<file path="src/rtl/useq_front.sv">
module useq_front #(
  parameter int OPW  = 8,
  parameter int STW  = 3,
  parameter int SELW = 4,
  parameter int AOPW = 4,
  parameter logic [OPW-1:0] BRK_OP = '0
) (
  input  logic                      clk,
  input  logic                      rst_n,
  input  logic [OPW-1:0]            mem_data,
  input  logic [3+SELW+AOPW-1:0]    rom_data,
  output logic [OPW+STW-1:0]        rom_addr,
  output logic [OPW-1:0]            ir,
  output logic [STW-1:0]            step,
  output logic [AOPW-1:0]           alu_op,
  output logic [SELW-1:0]           alu_insel,
  output logic                      rc_res,
  output logic                      rc_cy,
  output logic                      op_take
);
  localparam int UW    = 3 + SELW + AOPW;
  localparam int F_TK  = 0;
  localparam int F_RR  = 1;
  localparam int F_RC  = 2;
  localparam int F_SEL = 3;
  localparam int F_OP  = 3 + SELW;

  logic [OPW-1:0] ir_q;
  logic [STW-1:0] st_q;
  logic [UW-1:0]  word;
  logic [STW-1:0] st_nx;

  assign word  = rst_n ? rom_data : '0;
  assign st_nx = st_q + 1'b1;

  assign op_take   = word[F_TK];
  assign rc_res    = word[F_RR];
  assign rc_cy     = word[F_RC];
  assign alu_insel = word[F_SEL +: SELW];
  assign alu_op    = word[F_OP  +: AOPW];

  always_comb begin
    if (!rst_n)       rom_addr = {BRK_OP, {STW{1'b0}}};
    else if (op_take) rom_addr = {mem_data, {STW{1'b0}}};
    else              rom_addr = {ir_q, st_nx};
  end

  always_ff @(posedge clk) begin
    if (!rst_n) begin
      ir_q <= BRK_OP;
      st_q <= '0;
    end else if (op_take) begin
      ir_q <= mem_data;
      st_q <= '0;
    end else begin
      st_q <= st_nx;
    end
  end

  assign ir   = ir_q;
  assign step = st_q;


  always @(posedge clk)
    if (!rst_n) rst_quiet_chk: assert (!op_take && !rc_res && !rc_cy && alu_op == '0);


  step_adv_chk: assert property (@(posedge clk) disable iff (!rst_n)
    !op_take |=> step == STW'($past(step) + 1'b1));


  redirect_chk: assert property (@(posedge clk) disable iff (!rst_n)
    op_take |=> (step == '0 && ir == $past(mem_data)));


  ir_hold_chk: assert property (@(posedge clk) disable iff (!rst_n)
    !op_take |=> $stable(ir));


  step_wrap_chk: assert property (@(posedge clk) disable iff (!rst_n)
    (!op_take && (&step)) |=> step == '0);
endmodule

</file>
<file path="config.mk">
export PLATFORM = sky130hd
export DESIGN_NAME = useq_front
export DESIGN_NICKNAME = d
export VERILOG_FILES = /design/src/rtl/useq_front.sv
export SDC_FILE = /design/constraint.sdc
export NUM_CORES = 1
export LEC_CHECK = 0
export ABC_AREA = 1
export BUFFER_PORTS_ARGS = -buffer_cell sky130_fd_sc_hd__buf_2
export CORE_MARGIN = 5
export CORE_UTILIZATION = 33
export CTS_CLUSTER_SIZE = 40
export DETAILED_ROUTE_END_ITERATION = 7
export PLACE_DENSITY_LB_ADDON = 0.15
export SLEW_MARGIN = 0
export SYNTH_ARGS = -nofsm -noshare
export SYNTH_HDL_FRONTEND = slang
export SYNTH_SLANG_ARGS = --single-unit
</file>
<file path="constraint.sdc">
create_clock -name clk -period 1.1 [get_ports clk]
set_clock_uncertainty 0.1 [all_clocks]
set_input_delay 0.055 -clock clk [delete_from_list [all_inputs] [get_ports clk]]
set_output_delay 0.055 -clock clk [all_outputs]
set_load 0.05 [all_outputs]
</file>
# Yosys cells after proc, flatten, opt, wreduce, memory -nomap -nowiden
# Cells that the tools add are included.
# word_totals
out_inout_bits,33
mem_bits_ro,0
n_memories,0
latchBits,0
register_bits,11
mem_bits_rw,0
# classes
n_bitwise,1
n_lt_le_gt_ge,0
reduce_logical,1
shifts,0
eq_ne,0
addsub,1
mux,3
n_div,0
mul,0
# op_table
cell,count
two-way mux 11 bit,3
"adder 3 x 1 -> 3 bit, second input constant",1
OR reduction 2 bit,1
inverter 1 bit,1

# Logic depth before layout (Yosys ltp)
# Gate-level depths: netlist (run 1).
# logic_depth
word_depth,3
ltp_mapped,5
ltp_nobuf,5

# Worst setup path after synthesis (run 1)
# OpenSTA, ideal clock, no wires.
# synth_path
path_type,register to output
start,"register st_q[0], in the netlist step[0]"
end,output rom_addr[2]
path_stages_with_launch,6
arrival_ns,1.681
setup_slack_ns,-0.736
required_time_ns,0.945
cell_sequence,dfxtp_1 > ha_1 > inv_1 > nand2_1 > nand2_1 > nor2_1
# synth_via
elab_chain_len,3
# synth_lines
element,line,source
"start, declared",29,logic [STW-1:0] st_q;
"start signal, assigned",56,st_q <= st_nx;
adder 3 x 1 -> 3 bit,34,assign st_nx = st_q + 1'b1;
two-way mux 11 bit,44,"else if (op_take) rom_addr = {mem_data, {STW{1'b0}}};"
two-way mux 11 bit,43,"if (!rst_n) rom_addr = {BRK_OP, {STW{1'b0}}};"
"end, declared",12,"output logic [OPW+STW-1:0] rom_addr,"
# No other way between the ends.

# Worst setup path after layout (run 1)
# layout_path
start,"register st_q[1], in the netlist step[1]"
end,output rom_addr[2]
# The elaborated chain is that of the path after synthesis.

==> qor_table.md, run 1 <==
| Group | Result | Reported |
|:---|:---|:---|
| logic synthesis | Cell Area, Synth | 504 µm² |
| timing | Slew at the pin with the worst max-slew slack | 335 ps |
| floorplanning | Number of core rows | 14 |
| status | Violations in the final reports | setup timing |
| timing | Hold Violations, Final | 0 |
| logic synthesis | Number of flip-flops and latches in the synthesized netlist | 11 |
| timing | Setup WS post-layout | -228 ps |
| layout | Layout overhead on the synthesized area | 128% |
| layout | Post-layout net count | 174 |
| clock network | CTS H-tree depth | 1 |
| clock network | CTS Buffer Depth | 2 |
| routing | Residual antenna-violating net count after detailed routing | 0 |
| global routing | Global route overflow | 0 |
| floorplanning | Boundary Pins | 54 |
| placement | GP Congestion | 0.732 |
| timing | Ratio of final minimum period to clock period | 1.21 |
| global routing | GRT Total Usage | 0.146 |
| timing | Headroom to the max-slew limit | 0.776 |
| global routing | Antenna violations before repair | 0 |
| setup path | Req. time, crit path | 940 ps |
| layout | Design Area, Final | 1150 µm² |
| clock network | Clock-pin slew on the worst setup and hold paths | 80 ps |
| routing | Iteration count of the initial detailed-routing pass | 4 |
| floorplanning | Floorplan core area | 1470 µm² |
| pwr | Worst ir drop on vdd | 792 µV |
| placement | I/O Buffers | 53 |
| global routing | Vias in the first global route | 701 |
| global routing | Pin count of the biggest net entering global routing | 11 |
| layout | Share of post-route cells with drive strength above 1 | 0.662 |
| floorplanning | Height of the chip | 49.1 µm |
| logic synthesis | Synth warn | 0 |
| logic synthesis | Number of different library cells in the post-synthesis netlist | 8 |
| logic synthesis | Sequential area share after synthesis | 0.437 |
| clock network | Clock tree from TritonCTS | built |
| status | Status | finished, violations left |
| routing | Vias per std cell | 4.28 |
| timing | Setup Total Neg Slack | -676 ps |
| routing | Drt initial violations | 1 |
| logic synthesis | Synthesized area per cell | 6.15 µm² |
| pwr | Leakage power summed over all cells | 0.694 nW |
| timing | Setup repair after global routing missed its margin | yes |
| timing | Final-report max-slew violation count | 0 |
| floorplanning | Width of the die | 49.1 µm |
| timing | Final min period | 1330 ps |
| placement | Area of placed instances | 861 µm² |
| timing | Setup violators final | 4 |
| logic synthesis | Total nets after synthesis | 104 |
| setup path | Crit start category | flop |
| setup path | Critical path capture point type | primary output |
| layout | Highest-count cells in the layout ignoring fill and taps | buf_2, nand2_1, nand2_2 |
| routing | Drt total wl | 1.86 mm |
| layout | Area occupied by multi-input gates | 310 µm² |
| timing | Fmax achieved | 0.753 GHz |
| layout | Register area | 239 µm² |
| layout | Antenna cells | 0 |
| logic synthesis | Count of mapped cells out of synthesis | 82 |
| flow run | Maximum Capacitance Violations | 0 |
| global routing | First-pass GRT wire length | 2.85 mm |
| routing | Post-DR wirelength/cell | 11.1 µm |
| clock network | Insertion delay to the later sink of the worst-skew pair | 270 ps |
| layout | Final-layout fill cell count | 114 |
| setup path | Max FO, Critical Path | 2 |
| floorplanning | Floorplan die area | 2410 µm² |
| setup path | Crit path kind | reg2out |
| pwr | Pwr dens | 1080 nW/µm² |
| hold path | Hold WC Path Type | in2reg |
| placement | Half-perimeter wire length of the detailed placement result | 1.27 mm |
| clock network | Number of clock sinks seen by CTS | 11 |
| clock network | Total clock buffers created by CTS | 3 |
| layout | Leading cell type in the layout, fill and taps excluded | buf_2 |
| routing | Number of remaining DRC errors | 0 |
| routing | Routed via count | 714 |
| floorplanning | Initial cell density of the core | 0.343 |
| setup path | Arrival @ worst endpoint | 1170 ps |
| clock network | Root Driver | clkbuf_4 |
==> synth_stat cells (all sizes together) <==
master / count / area [µm²]
buf: 1 / 5.00
dfxtp: 11 / 220
ha: 1 / 12.5
inv: 15 / 56.3
nand2: 47 / 176
nor2: 7 / 33.8
==> logic make-up after synthesis <==
family                   after synthesis  share of synthesized area
adder cells (fa/ha/maj)                1                     0.0248
buffers and inverters                 16                      0.122
flip-flops                            11                      0.437
AND/OR/NAND/NOR                       54                      0.417
==> sequential cells by signal, indices dropped and copies added (netlist names) <==
register / flops
step: 3
ir: 8
==> critical path, cell delays in order, from the launching register on <==
cell	delay (ps)
dfxtp_4	360
ha_4	140
inv_2	30
nand2_2	60
nand2_2	70
nor2_4	80
buf_6	160
==> power breakdown <==
group	leakage, nW	internal [mW]	total (mW)	switching (mW)
Clock	0.0150	0.140	0.280	0.140
Sequential	0.0953	0.422	0.437	0.0149
Combinational	0.584	0.176	0.523	0.347
Total	0.694	0.737	1.24	0.502
==> layer usage <==
metal  vias to the layer above  wire length, µm  global-route usage
met5                         -                0                   0
met4                         0                0              0.0269
met3                         0              110              0.0673
met2                        21             1060               0.270
met1                       320              695               0.145
li1                        373                -                   -
==> per-stage QoR <==
stage	utilization	cells	hold WS [ps]	total power [mW]	setup WS, ps
2_1_floorplan	-	82	101	0.750	-126
3_3_place_gp	0.585	153	185	0.860	-71.0
3_5_place_dp	0.585	153	193	0.866	-90.2
4_1_cts	0.713	166	30.6	1.21	-264
5_1_grt	0.781	167	47.9	1.31	-285
6_report	0.781	167	43.2	1.24	-228
==> layout make-up <==
type / count / share of cell area
timing repair buffer: 66 / 0.431
multi-input combinational: 55 / 0.270
sequential: 11 / 0.208
inverter: 15 / 0.0511
clock buffer: 4 / 0.0229
tap: 16 / 0.0174
==> final timing paths <==
check	startpoint	end	slack [ps]	depth (start not counted)
min reg2reg	ir[2]$_SDFFE_PN0P_	ir[2]$_SDFFE_PN0P_	360	2
min	rom_data[0]	ir[2]$_SDFFE_PN0P_	40	4
max	step[1]$_SDFF_PP0_	rom_addr[2]	-230	6
max reg2reg	step[1]$_SDFF_PP0_	step[1]$_SDFF_PP0_	70	4
==> timing repair <==
action | in CTS | in global routing
setup buffers | 1 | 1
resized for setup | 23 | 29
hold buffers | 8 | 0
pin swaps | 3 | 12
gates cloned | 0 | 0
setup endpoints to repair | 12 | 19
endpoints found under the hold margin | 8 | 0
Note: power is estimated with default switching activity, not from simulation.
==> inputs of run 2 (changes only) <==
--- a/config.mk
+++ b/config.mk
@@ -8,7 +8,7 @@
 export ABC_AREA = 1
 export BUFFER_PORTS_ARGS = -buffer_cell sky130_fd_sc_hd__buf_2
 export CORE_MARGIN = 5
-export CORE_UTILIZATION = 33
+export CORE_UTILIZATION = 35
 export CTS_CLUSTER_SIZE = 40
 export DETAILED_ROUTE_END_ITERATION = 7
 export PLACE_DENSITY_LB_ADDON = 0.15
==> constraint.sdc (replaced) <==
create_clock -name clk -period 1.55 [get_ports clk]
set_clock_uncertainty 0.1 [all_clocks]
set_input_delay 0.0775 -clock clk [delete_from_list [all_inputs] [get_ports clk]]
set_output_delay 0.0775 -clock clk [all_outputs]
set_load 0.05 [all_outputs]
==> run 2 against run 1 <==
The flow now finishes without violations. Cell count is 3.6% lower. Sequential share of layout area increased by 3.9 points. Sequential power fell by 30%. Setup slack better by 330 ps. Via count down 8.5%. Count of clock-buffer cells in the layout did not move. Sequential cell count is the same. Routed wire length shrank 18%. Register-to-register slack improved by 520 ps. Clock power shrank 31%. Total power decreased by 36%. Combinational power decreased by 42%.
==> qor_table.md, run 2 (synthesis gave the netlist of run 1 again) <==
| Group | Result | Reported | Delta |
|:---|:---|:---|:---|
| status | Status | complete, no violations | was finished, violations left |
| placement | Area of placed instances | 788 µm² | was 861 µm² |
| routing | Drt initial violations | 4 | was 1 |
| clock network | Clock tree from TritonCTS | built | unchanged |
| layout | Design Area, Final | 898 µm² | was 1150 µm² |
| floorplanning | Number of core rows | 13 | was 14 |
| setup path | Critical path capture point type | primary output | unchanged |
| setup path | Crit start category | flop | unchanged |
| pwr | Pwr dens | 889 nW/µm² | was 1080 nW/µm² |
| floorplanning | Floorplan core area | 1330 µm² | was 1470 µm² |
| setup path | Crit path kind | reg2out | unchanged |
| timing | Final min period | 1450 ps |  |
| timing | Setup WS post-layout | 97.7 ps | was -228 ps |
| pwr | Power consumption | 0.799 mW | was 1.24 mW |
| setup path | Max FO, Critical Path | 4 | was 2 |
| routing | Residual antenna-violating net count after detailed routing | 0 | unchanged |
| timing | Setup violators final | 0 | was 4 |
| layout | Final-layout fill cell count | 134 | was 114 |
| global routing | Global route overflow | 0 | unchanged |
| setup path | Arrival @ worst endpoint | 1270 ps | was 1170 ps |
| timing | Setup repair after global routing missed its margin | no | was yes |
| layout | Post-layout net count | 169 | was 174 |
| setup path | Buffers and inverters on the worst path | 1 | was 2 |
| routing | Number of remaining DRC errors | 0 | unchanged |
| placement | Worst slack after detailed placement | 315 ps | was -90.2 ps |
| timing | Ratio of final minimum period to clock period | 0.937 |  |
| floorplanning | Width of the die | 48.0 µm | was 49.1 µm |
| pwr | Worst ir drop on vdd | 744 µV | was 792 µV |
| clock network | CTS Buffer Depth | 2 | unchanged |
| routing | Drt total wl | 1.53 mm | was 1.86 mm |
| clock network | Number of clock sinks seen by CTS | 11 | unchanged |
| global routing | Pin count of the biggest net entering global routing | 13 | was 11 |
| routing | Post-DR wirelength/cell | 9.49 µm | was 11.1 µm |
| clock network | Clock-pin slew on the worst setup and hold paths | 70 ps | was 80 ps |
| setup path | Cell with the biggest individual delay on the critical path | dfxtp_2 | was dfxtp_4 |
| global routing | Vias in the first global route | 572 | was 701 |
| layout | Share of post-route cells with drive strength above 1 | 0.432 | was 0.662 |
| timing | Hold Violations, Final | 0 | unchanged |
| timing | Headroom to the max-slew limit | 0.831 | was 0.776 |
| placement | # placed instances | 149 | was 153 |
| layout | Layout overhead on the synthesized area | 78.2% | was 128% |
| routing | Routed via count | 653 | was 714 |
| timing | Final-report max-slew violation count | 0 | unchanged |
| global routing | First-pass GRT wire length | 2.36 mm | was 2.85 mm |
| global routing | GRT Total Usage | 0.145 | was 0.146 |
| setup path | Largest stage delay, worst path | 330 ps | was 360 ps |
| pwr | Leakage power summed over all cells | 0.653 nW | was 0.694 nW |
| flow run | Maximum Capacitance Violations | 0 | unchanged |
| layout | Leading cell type in the layout, fill and taps excluded | buf_2 | unchanged |
| layout | Antenna cells | 0 | unchanged |
| routing | Iteration count of the initial detailed-routing pass | 4 | unchanged |
| clock network | Insertion delay to the later sink of the worst-skew pair | 270 ps | about the same |
| clock network | Total clock buffers created by CTS | 3 | unchanged |
| floorplanning | Boundary Pins | 54 | unchanged |
| clock network | CTS H-tree depth | 1 | unchanged |
| hold path | Hold WC Path Type | in2reg | unchanged |
| placement | Half-perimeter wire length of the detailed placement result | 1.21 mm | was 1.27 mm |
| setup path | Req. time, crit path | 1370 ps | was 940 ps |
| placement | GP Congestion | 0.675 | was 0.732 |
| clock network | Root Driver | clkbuf_4 | unchanged |
| timing | Slew at the pin with the worst max-slew slack | 256 ps | was 335 ps |
| timing | Fmax achieved | 0.689 GHz |  |
| setup path | Cells traversed along the worst timing path | ha_1 > nand2_1 > nor2_2 > buf_2 | was ha_4 > inv_2 > nand2_2 > nand2_2 > nor2_4 > buf_6 |
| routing | Vias per std cell | 4.06 | was 4.28 |
| placement | I/O Buffers | 53 | unchanged |
| global routing | Antenna violations before repair | 0 | unchanged |
| floorplanning | Initial cell density of the core | 0.378 | was 0.343 |
| layout | Highest-count cells in the layout ignoring fill and taps | buf_2, nand2_1, inv_1 | was buf_2, nand2_1, nand2_2 |
| setup path | Family with the most delay on the worst path | flip-flops | unchanged |
| layout | Number of standard cells in the layout, taps in and fillers out | 161 | was 167 |
| layout | Final Util | 0.674 | was 0.781 |
| layout | Number of flip-flops under the largest register name | 8 | unchanged |
| floorplanning | Floorplan die area | 2300 µm² | was 2410 µm² |
| floorplanning | Height of the chip | 48.0 µm | was 49.1 µm |
run 2: final cells by class:
cell class                 count  area (µm²)  area share
multi-input combinational     55         228       0.253
clock buffer                   4        26.3      0.0292
inverter                      15        56.3      0.0627
sequential                    11         221       0.247
tap                           15        18.8      0.0209
timing repair buffer          61         348       0.387
run 2: path summary, 6_finish.rpt:
path	from	to	slack (ps)	cells past startpoint
setup / recovery	step[0]$_SDFF_PP0_	rom_addr[1]	100	4
hold / removal	rom_data[0]	step[0]$_SDFF_PP0_	50	4
setup reg to reg	step[0]$_SDFF_PP0_	step[1]$_SDFF_PP0_	590	3
hold reg to reg	step[0]$_SDFF_PP0_	step[0]$_SDFF_PP0_	330	1
run 2: per-layer routing:
metal,share of wire,wire length (µm),track usage
met5,0,0,0
met2,0.55,839,0.245
met4,0,0,0.0161
met1,0.36,553,0.175
met3,0.089,136,0.0639
run 2: metrics by stage:
step                      hold WS [ps]  TNS, ps
after global routing              60.4        0
after floorplan                    107    -88.3
final                             51.6        0
after detailed placement           197        0
after global placement             188        0
after CTS                         53.5        0
run 2: what timing repair did:
| item | in CTS | in global routing |
|---|---|---|
| endpoints found under the hold margin | 8 | 0 |
| gates resized for setup | 0 | 3 |
| endpoints found under the setup margin | 0 | 1 |
| hold buffers | 8 | 0 |
| buffers inserted | 0 | 0 |
run 2: report_power, final:
part | internal [mW] | leakage, nW | switching [mW] | total (mW)
Sequential | 0.298 | 0.0909 | 0.00741 | 0.306
Clock | 0.0996 | 0.0150 | 0.0928 | 0.192
Combinational | 0.0778 | 0.548 | 0.223 | 0.301
Total | 0.476 | 0.653 | 0.323 | 0.799
run 2: worst register-to-register path: cells and delay by family (launching register included):
family | cells | cell delay, ps
flip-flops | 1 | 330
adder cells (fa/ha/maj) | 1 | 280
AND/OR/NAND/NOR | 2 | 140
==> inputs of run 3 (changes only) <==
--- a/config.mk
+++ b/config.mk
@@ -6,7 +6,7 @@
 export NUM_CORES = 1
 export LEC_CHECK = 0
 export ABC_AREA = 1
-export BUFFER_PORTS_ARGS = -buffer_cell sky130_fd_sc_hd__buf_2
+export BUFFER_PORTS_ARGS = -buffer_cell sky130_fd_sc_hd__buf_4
 export CORE_MARGIN = 5
 export CORE_UTILIZATION = 35
 export CTS_CLUSTER_SIZE = 40
==> constraint.sdc (replaced) <==
create_clock -name clk -period 1.8 [get_ports clk]
set_clock_uncertainty 0.1 [all_clocks]
set_input_delay 0.09 -clock clk [delete_from_list [all_inputs] [get_ports clk]]
set_output_delay 0.09 -clock clk [all_outputs]
set_load 0.05 [all_outputs]
==> run 3 against run 2 <==
First-iteration DRC count grew to 2.8 times the previous value. Via count is 5.2% higher. Sequential cell count stayed put. Sequential share of layout area is 3.2 points lower. Largest cell class unchanged. Largest power group is now combinational logic. Highest routed layer is now met4.
==> qor_table.md, run 3 (synthesis gave the netlist of run 1 again) <==
| Group | Result | Reported | Delta |
|:---|:---|:---|:---|
| status | Status | complete, no violations | unchanged |
| setup path | Req. time, crit path | 1610 ps | was 1370 ps |
| pwr | Leakage power summed over all cells | 0.678 nW | was 0.653 nW |
| floorplanning | Height of the chip | 48.0 µm | unchanged |
| setup path | Critical path capture point type | primary output | unchanged |
| layout | Number of standard cells in the layout, taps in and fillers out | 161 | unchanged |
| timing | Final-report max-slew violation count | 0 | unchanged |
| layout | Antenna cells | 0 | unchanged |
| layout | Share of post-route cells with drive strength above 1 | 0.418 | was 0.432 |
| timing | Setup Total Neg Slack | 0 ps | unchanged |
| clock network | CTS H-tree depth | 1 | unchanged |
| placement | Area of placed instances | 918 µm² | was 788 µm² |
| routing | Post-DR wirelength/cell | 10.9 µm | was 9.49 µm |
| floorplanning | Boundary Pins | 54 | unchanged |
| timing | Setup repair after global routing missed its margin | no | unchanged |
| clock network | Clock tree from TritonCTS | built | unchanged |
| setup path | Largest stage delay, worst path | 380 ps | was 330 ps |
| layout | Leading cell type in the layout, fill and taps excluded | buf_4 | was buf_2 |
| timing | Final min period | 1470 ps |  |
| floorplanning | Floorplan core area | 1330 µm² | unchanged |
| global routing | Vias in the first global route | 639 | was 572 |
| global routing | Antenna violations before repair | 0 | unchanged |
| floorplanning | Width of the die | 48.0 µm | unchanged |
| floorplanning | Floorplan die area | 2300 µm² | unchanged |
| routing | Iteration count of the initial detailed-routing pass | 4 | unchanged |
| setup path | Crit path kind | reg2out | unchanged |
| setup path | Cell with the biggest individual delay on the critical path | dfxtp_1 | was dfxtp_2 |
| routing | Met1 routed wirelength after detailed routing | 649 µm | was 553 µm |
| layout | Post-layout net count | 169 | unchanged |
| routing | Number of remaining DRC errors | 0 | unchanged |
| pwr | Pwr dens | 714 nW/µm² | was 889 nW/µm² |
| global routing | First-pass GRT wire length | 2.73 mm | was 2.36 mm |
| layout | Design Area, Final | 1020 µm² | was 898 µm² |
| timing | Fmax achieved | 0.681 GHz |  |
| routing | Met2 WL post-DR | 928 µm | was 839 µm |
| placement | I/O Buffers | 53 | unchanged |
| clock network | Total of cells resized after clock tree synthesis | 0 | unchanged |
| routing | Drt total wl | 1.75 mm | was 1.53 mm |
| setup path | Max FO, Critical Path | 4 | unchanged |
| global routing | Global route overflow | 0 | unchanged |
| timing | Ratio of final minimum period to clock period | 0.816 |  |
| global routing | Pin count of the biggest net entering global routing | 13 | unchanged |
| clock network | Clock-pin slew on the worst setup and hold paths | 70 ps | about the same |
| placement | Half-perimeter wire length of the detailed placement result | 1.33 mm | was 1.21 mm |
| clock network | Insertion delay to the later sink of the worst-skew pair | 270 ps | about the same |
| clock network | Total clock buffers created by CTS | 3 | unchanged |
| placement | GP Congestion | 0.760 | was 0.675 |
| clock network | Root Driver | clkbuf_4 | unchanged |
| setup path | Crit-path most repeated cell | nand2_1 |  |
| routing | Residual antenna-violating net count after detailed routing | 0 | unchanged |
| routing | Routed via count | 687 | was 653 |
| layout | Final-layout fill cell count | 102 | was 134 |
| clock network | Number of clock sinks seen by CTS | 11 | unchanged |
| clock network | CTS Buffer Depth | 2 | unchanged |
| timing | Headroom to the max-slew limit | 0.841 | was 0.831 |
| setup path | Crit start category | flop | unchanged |
| global routing | GRT Total Usage | 0.167 | was 0.145 |
| floorplanning | Number of core rows | 13 | unchanged |
| setup path | Worst R2R Setup Slack | 810 ps | was 590 ps |
| layout | Highest-count cells in the layout ignoring fill and taps | buf_4, nand2_1, inv_1 | was buf_2, nand2_1, inv_1 |
| routing | Drt initial violations | 11 | was 4 |
| setup path | Arrival @ worst endpoint | 1280 ps | was 1270 ps |
| placement | # placed instances | 149 | unchanged |
| setup path | Cells traversed along the worst timing path | ha_1 > inv_1 > nand2_1 > nand2_1 > nor2_2 > buf_4 | was ha_1 > nand2_1 > nor2_2 > buf_2 |
| hold path | Hold WC Path Type | in2reg | unchanged |
| floorplanning | Initial cell density of the core | 0.378 | unchanged |
| timing | Setup violators final | 0 | unchanged |
| routing | Vias per std cell | 4.27 | was 4.06 |
| routing | Topmost layer with routed signal wires | met4 | was met3 |
| routing | Wire length on met3 | 161 µm | was 136 µm |
| flow run | Maximum Capacitance Violations | 0 | unchanged |
| layout | Number of flip-flops under the largest register name | 8 | unchanged |
| timing | Hold Violations, Final | 0 | unchanged |
| layout | Layout overhead on the synthesized area | 103% | was 78.2% |
| pwr | Worst ir drop on vdd | 471 µV | was 744 µV |
| timing | Slew at the pin with the worst max-slew slack | 238 ps | was 256 ps |
-- run 3: cell counts in the layout (fill, tap and decap cells not counted) --
No cell type changed its count.
-- run 3: final timing paths --
kind / from / endpoint / cells after the start
hold / removal: rom_data[0] / ir[6]$_SDFFE_PN0P_ / 4
setup / recovery: step[0]$_SDFF_PP0_ / rom_addr[2] / 6
setup reg to reg: step[0]$_SDFF_PP0_ / step[2]$_SDFF_PP0_ / 5
hold reg to reg: ir[3]$_SDFFE_PN0P_ / ir[3]$_SDFFE_PN0P_ / 2
-- run 3: area by class of cell --
| type | count | area (µm²) | share of cell area |
|---|---|---|---|
| clock buffers | 4 | 26.3 | 0.0256 |
| inverters | 15 | 56.3 | 0.0549 |
| multi-input cells | 55 | 225 | 0.220 |
| flip-flops and latches | 11 | 220 | 0.215 |
| well taps | 15 | 18.8 | 0.0183 |
| repair buffers | 61 | 478 | 0.466 |
-- run 3: what timing repair did --
item | in CTS | in global routing
hold buffers | 8 | 0
hold endpoints to repair | 8 | 0
buffers inserted | 0 | 0
-- run 3: worst max-delay path, delay by kind of cell (launching register included) --
| kind | cells | cell delay [ps] |
|---|---|---|
| buffers and inverters | 2 | 240 |
| adder cells (fa/ha/maj) | 1 | 190 |
| AND/OR/NAND/NOR | 3 | 190 |
| flip-flops | 1 | 380 |
-- run 3: layer usage --
metal | global-route usage | vias up
met3 | 0.0752 | 2
li1 | - | 361
met4 | 0.0323 | 0
met2 | 0.301 | 25
met5 | 0 | -
met1 | 0.179 | 299
-- run 3: per-stage QoR --
step	hold slack [ps]	total power, mW	util	setup slack (ps)
2_1_floorplan	119	0.449	-	37.2
3_3_place_gp	201	0.550	0.689	665
3_5_place_dp	209	0.554	0.689	621
4_1_cts	36.7	0.740	0.768	325
5_1_grt	36.8	0.771	0.768	186
6_report	41.5	0.731	0.768	331
-- run 3: report_power, final --
| part | switching, mW | internal, mW | total [mW] |
|---|---|---|---|
| logic | 0.196 | 0.102 | 0.298 |
| clock network | 0.0838 | 0.0858 | 0.170 |
| registers | 0.00731 | 0.257 | 0.264 |
